File: src/rtl/divphase_aligner.sv
module divphase_aligner #(
  parameter int DIV_W        = 2,
  parameter int LOCK_PERIODS = 8
) (
  input  logic             clk,
  input  logic             rst_n,
  input  logic             enable,
  input  logic [DIV_W-1:0] init_a,
  input  logic [DIV_W-1:0] init_b,
  output logic             tick_a,
  output logic             tick_b,
  output logic             dclk_a,
  output logic             dclk_b,
  output logic             locked
);

  localparam int PERIOD   = 1 << DIV_W;
  localparam int LOCK_CYC = LOCK_PERIODS * PERIOD;
  localparam int QW       = $clog2(LOCK_CYC + 1);

  logic [DIV_W-1:0] div_a, div_b, wait_cnt;
  logic [QW-1:0]    quiet;
  logic             mism, mism_q, held, fire, swl_q;

  assign dclk_a = div_a[DIV_W-1];
  assign dclk_b = div_b[DIV_W-1];
  assign mism   = dclk_a ^ dclk_b;
  assign fire   = enable && mism && (wait_cnt == '0) && (!mism_q || held);
  assign tick_a = ~swl_q;
  assign tick_b = 1'b1;
  assign locked = (quiet == QW'(LOCK_CYC));

  always_ff @(posedge clk) begin
    if (!rst_n) begin
      div_a    <= init_a;
      div_b    <= init_b;
      mism_q   <= 1'b0;
      held     <= 1'b0;
      wait_cnt <= '0;
      quiet    <= '0;
    end else begin
      div_b  <= div_b + 1'b1;
      if (tick_a) div_a <= div_a + 1'b1;
      mism_q <= enable & mism;
      if (fire)      held <= 1'b1;
      else if (!mism) held <= 1'b0;
      if (fire)                 wait_cnt <= DIV_W'(PERIOD - 1);
      else if (wait_cnt != '0)  wait_cnt <= wait_cnt - 1'b1;
      if (!enable || mism) quiet <= '0;
      else if (!locked)    quiet <= quiet + 1'b1;
    end
  end

  always_ff @(negedge clk) begin
    if (!rst_n) swl_q <= 1'b0;
    else        swl_q <= fire;
  end

  logic [DIV_W:0] gap;
  always_ff @(posedge clk) begin
    if (!rst_n)                         gap <= (DIV_W+1)'(PERIOD);
    else if (swl_q)                     gap <= (DIV_W+1)'(1);
    else if (gap < (DIV_W+1)'(PERIOD))  gap <= gap + 1'b1;
  end

  a_r2_b_runs: assert property (@(posedge clk) disable iff (!rst_n)
    $past(rst_n) |-> div_b == DIV_W'($past(div_b) + 1'b1));
  a_r3_hold: assert property (@(posedge clk) disable iff (!rst_n)
    ($past(rst_n) && $past(swl_q)) |-> div_a == $past(div_a));
  a_r3_cause: assert property (@(posedge clk) disable iff (!rst_n)
    swl_q |-> (mism && enable));
  a_r4_single: assert property (@(posedge clk) disable iff (!rst_n)
    swl_q |=> !swl_q);
  a_r5_spacing: assert property (@(posedge clk) disable iff (!rst_n)
    swl_q |-> gap >= (DIV_W+1)'(PERIOD));
  a_r7_idle: assert property (@(posedge clk) disable iff (!rst_n)
    !enable |-> !swl_q);
  a_r7_nolock: assert property (@(posedge clk) disable iff (!rst_n)
    ($past(rst_n) && !$past(enable)) |-> !locked);
  a_r8_match: assert property (@(posedge clk) disable iff (!rst_n)
    ($past(rst_n) && locked) |-> $past(dclk_a == dclk_b));

endmodule

File: config.mk
export PLATFORM = sky130hd
export DESIGN_NAME = divphase_aligner
export DESIGN_NICKNAME = d
export VERILOG_FILES = /design/src/rtl/divphase_aligner.sv
export SDC_FILE = /design/constraint.sdc
export NUM_CORES = 1
export LEC_CHECK = 0
export BUFFER_PORTS_ARGS = -buffer_cell sky130_fd_sc_hd__buf_2
export CORE_AREA = 2 2 49 51
export CTS_BUF_LIST = sky130_fd_sc_hd__clkbuf_2 sky130_fd_sc_hd__clkbuf_4 sky130_fd_sc_hd__clkbuf_8
export DETAILED_ROUTE_END_ITERATION = 7
export DIE_AREA = 0 0 51 53
export SYNTH_ARGS = -nofsm -noshare
export SYNTH_HDL_FRONTEND = slang
export SYNTH_SLANG_ARGS = --single-unit
export TNS_END_PERCENT = 30
File: constraint.sdc
create_clock -name clk -period 1.2 [get_ports clk]
set_input_delay 0.12 -clock clk [delete_from_list [all_inputs] [get_ports clk]]
set_output_delay 0.12 -clock clk [all_outputs]
set_load 0.02 [all_outputs]
Word level (Yosys, flattened, before mapping)
Cells that the tools add are included.
{ "word_totals": {"word_cells": 36, "out_inout_bits": 5, "inputBits": 7, "ff_bits": 15} }
{ "op_classes": {"reduce_logical": 11, "add_sub_neg": 4, "eq_ne": 3, "bitwise": 4, "n_mux": 7} }
{ "ops": {"columns": ["cell", "n"], "rows": [
  ["2-to-1 mux 2 bit", 5],
  ["adder 6 x 1 -> 6 bit, second input constant", 1],
  ["equality test 6 bit, second input constant", 1],
  ["adder 2 x 1 -> 2 bit, second input constant", 2],
  ["nonzero test 2 bit", 2],
  ["logical AND 1 bit", 3],
  ["zero test 1 bit", 2],
  ["zero test 2 bit", 1],
  ["logical OR 1 bit", 2],
  ["2-to-1 mux 1 bit", 2],
  ["!= test 2 x 1 -> 1 bit, second input constant", 1],
  ["!= test 2 bit, second input constant", 1],
  ["NOT 1 bit", 2],
  ["OR reduction 2 bit", 1],
  ["subtractor 2 x 1 -> 2 bit, second input constant", 1],
  ["AND 1 bit", 1],
  ["bitwise XOR 1 bit", 1]
]} }

Longest topological paths before layout
{ "depth": {"ltp_word": 5, "mapped_depth": 5, "ltp_nobuf": 5} }

==> parameters.txt <==
Parameter                              Value

Yosys
  Post-synthesis sequential element count    15
  Sequential fraction of the synthesis area    between 40% and 50%
  Distinct cell type count after synthesis    30
  Average instance area after synthesis    9.28 µm²
  Cells after Synth    between 70 and 80
  Post-synth design cell area    714 µm²
  Synthesized netlist net count    87
  Number of warnings reported in the yosys synthesis log    0

Place
  Total of buffers placed on input and output ports    10
  Routability congestion estimate    0.710
  Instance area after placement    between 900 and 1000 µm²
  Post-Place Cells    126
  HPWL Detailed    a little over 1000 µm

Drt
  Detailed-route wire length    1470 µm
  Via count of the routed design    621
  Post-detailed-route DRC marker count    0
  DRT Pass-1 Iters    3
  Routed len/inst    10.9 µm
  DRT iter0 DRCs    4
  Vias per inst    4.60
  Antenna viol nets, final    0

Clock tree
  CTS Root Cell    clkbuf_4
  Clock Sink Count    15
  Largest buffer count on any clock path    2
  Clock Pin Slew Worst Setup and Hold Paths    around 0.10 ns
  Maximum level of the CTS H-tree    1
  Number of buffers added by the clock tree synthesis step    3
  TritonCTS clock tree    done
  Worst-skew pair later-pin latency    about 0.36 ns

Floorplanning
  Die outline area    2700 µm²
  Effective utilization at floorplan    33.3%
  Width of the die    51 µm
  Core footprint    2150 µm²
  Vertical die dimension    53 µm
  Site Rows    17
  Ports    12

Worst setup path
  Critical Setup Path Class    reg -> out
  Worst Path Arrival    1.51 ns
  Data required time at the worst endpoint    1.08 ns
  Category of the worst setup path launch point    flop
  Critical path capture point type    primary output
  Largest fanout of any net on the critical path    2

Final layout
  Nets@finish    118
  # fillers    212
  Layout-stage area growth over the synthesis result    46.8%
  Antenna Diode Count    0
  Final core utilization    between 40 and 50%
  Layout Cell Area excl Fill    1050 µm²
  Commonest cells after routing, fill and taps aside    buf_4, dfxtp_1, buf_2, inv_1, dfxtp_2
  Layout cell share with drive strength beyond 1    50.5%
  Post-route insts no fill    around 140
  Most frequent standard cell in the layout excluding fill and tap cells    buf_4

Global routing
  Gr ovfl total    0
  Vias in the first global route    about 650
  Most congested layer reported by global routing    met2
  Overall fraction of global-route tracks in use    a little over an eighth
  Antenna violations before repair    0
  Pin count of the biggest net entering global routing    10
  Met1 track demand over resource    between 10% and 20%
  GR Util met3    5.08%
  Wire length of the first global-routing pass    2620 µm
  Met2 Resource Use GR    24.7%

Timing
  Maximum frequency from static timing analysis    612 MHz
  # setup viols final    11
  Min cycle time layout    1.63 ns
  Final hold vios    0
  Clk_skew    0.0731 ns
  Final worst-path cycle share    136%
  RSZ-0062 raised after global routing    yes
  Accumulated negative setup slack    -2.62 ns
  Crit path setup slack, layout    -0.434 ns
  Number of pins exceeding their max-slew limit in the final report    0

Power and ir drop
  Leak    0.459 nW
  Maximum VDD drop    between 0.8 and 0.9 mV
  Ratio of total power to cell area    1470 nW/µm²

Hold path
  Hold/Removal Path Class    in -> reg

Status
  Run status    complete, but fails checks
  Violations in the final reports    setup timing

Job
  Max Cap Viol    0
## cells in the mapped netlist (all sizes together)
cell / instances / share of area [%]
a21oi: 5 / 3.5
a31oi: 1 / 0.88
and2: 2 / 1.8
and4: 1 / 1.2
buf: 2 / 1.6
clkbuf: 1 / 0.52
conb: 1 / 0.52
dfxtp: 13 / 36
edfxtp: 2 / 8.4
ha: 3 / 5.3
inv: 10 / 5.3
mux2i: 3 / 4.2
nand2: 4 / 2.1
nand2b: 2 / 1.8
nand3: 4 / 2.8
nor2: 3 / 2.6
nor2b: 1 / 0.88
nor3: 3 / 2.1
nor4b: 1 / 1.2
o21a: 2 / 2.1
o21ai: 3 / 2.6
or2: 1 / 0.88
or3: 1 / 0.88
or4b: 1 / 1.9
xnor2: 4 / 4.9
xor2: 3 / 3.7
## power breakdown
| group | internal [mW] | switching (mW) |
|---|---|---|
| registers | 0.588 | 0.0433 |
| clock network | 0.129 | 0.193 |
| logic | 0.335 | 0.251 |
| total | 1.05 | 0.488 |
## metrics by stage
step / hold slack [ns] / total power, mW / setup slack (ns)
floorplan: 0.252 / 0.937 / -0.585
global route: 0.0468 / 1.66 / -0.507
finish: 0.0451 / 1.54 / -0.434
CTS: 0.0377 / 1.52 / -0.442
global placement: 0.362 / 1.11 / -0.433
detailed placement: 0.368 / 1.12 / -0.479
## state kept, by name, indices dropped and copies added (netlist names)
name      cells
div_a         2
div_b         2
held          1
mism_q        1
quiet         6
swl_q         1
wait_cnt      2
## path summary, 6_finish.rpt
check,cells past startpoint,to,slack (ns),start
worst max-delay path,5,locked,-0.43,quiet[0]
worst min-delay path,3,div_b[0],0.05,init_b[0]
worst max register to register,3,swl_q,-0.34,div_a[1]
worst min register to register,2,wait_cnt[1],0.47,wait_cnt[1]
## what timing repair did
action,4_1_cts,5_1_grt
hold buffers,0,0
pin swaps,8,3
gates resized for setup,15,5
setup endpoints to repair,14,15
buffers inserted,4,1
endpoints found under the hold margin,0,0
## layer usage
layer / share of wire [%] / vias to the layer above / wire length [µm]
li1: - / 316 / -
met1: 42 / 289 / 609
met2: 51 / 11 / 753
met3: 5.2 / 5 / 76
met4: 1.8 / 0 / 27
met5: 0 / - / 0
## layout make-up
cell class,count,area (µm²),area share (%)
clock buffer,3,22.5,2.15
tap,28,35.0,3.34
clock inverter,2,8.76,0.835
sequential,15,325,31.0
multi-input combinational,49,414,39.5
inverter,9,33.8,3.22
timing repair buffer,29,209,19.9
## kinds of logic after synthesis
kind of cell / count (synthesis) / synth area share, %
AOI/OAI and AO/OA: 11 / 9.11
xor gates and xnor gates: 7 / 8.58
adders and majority gates: 3 / 5.25
buffers and inverters: 13 / 7.36
DFF: 15 / 44.8
muxes: 3 / 4.20
other: 1 / 0.525
and+or+nand+nor: 24 / 20.1
## worst max-delay path, cell delays in order, from the launching register on
cell     delay [ns]
dfxtp_2        0.33
inv_2          0.06
ha_4           0.12
or4b_4         0.48
nor2_4         0.11
buf_6          0.12
Power figures use the tool's default switching activity.
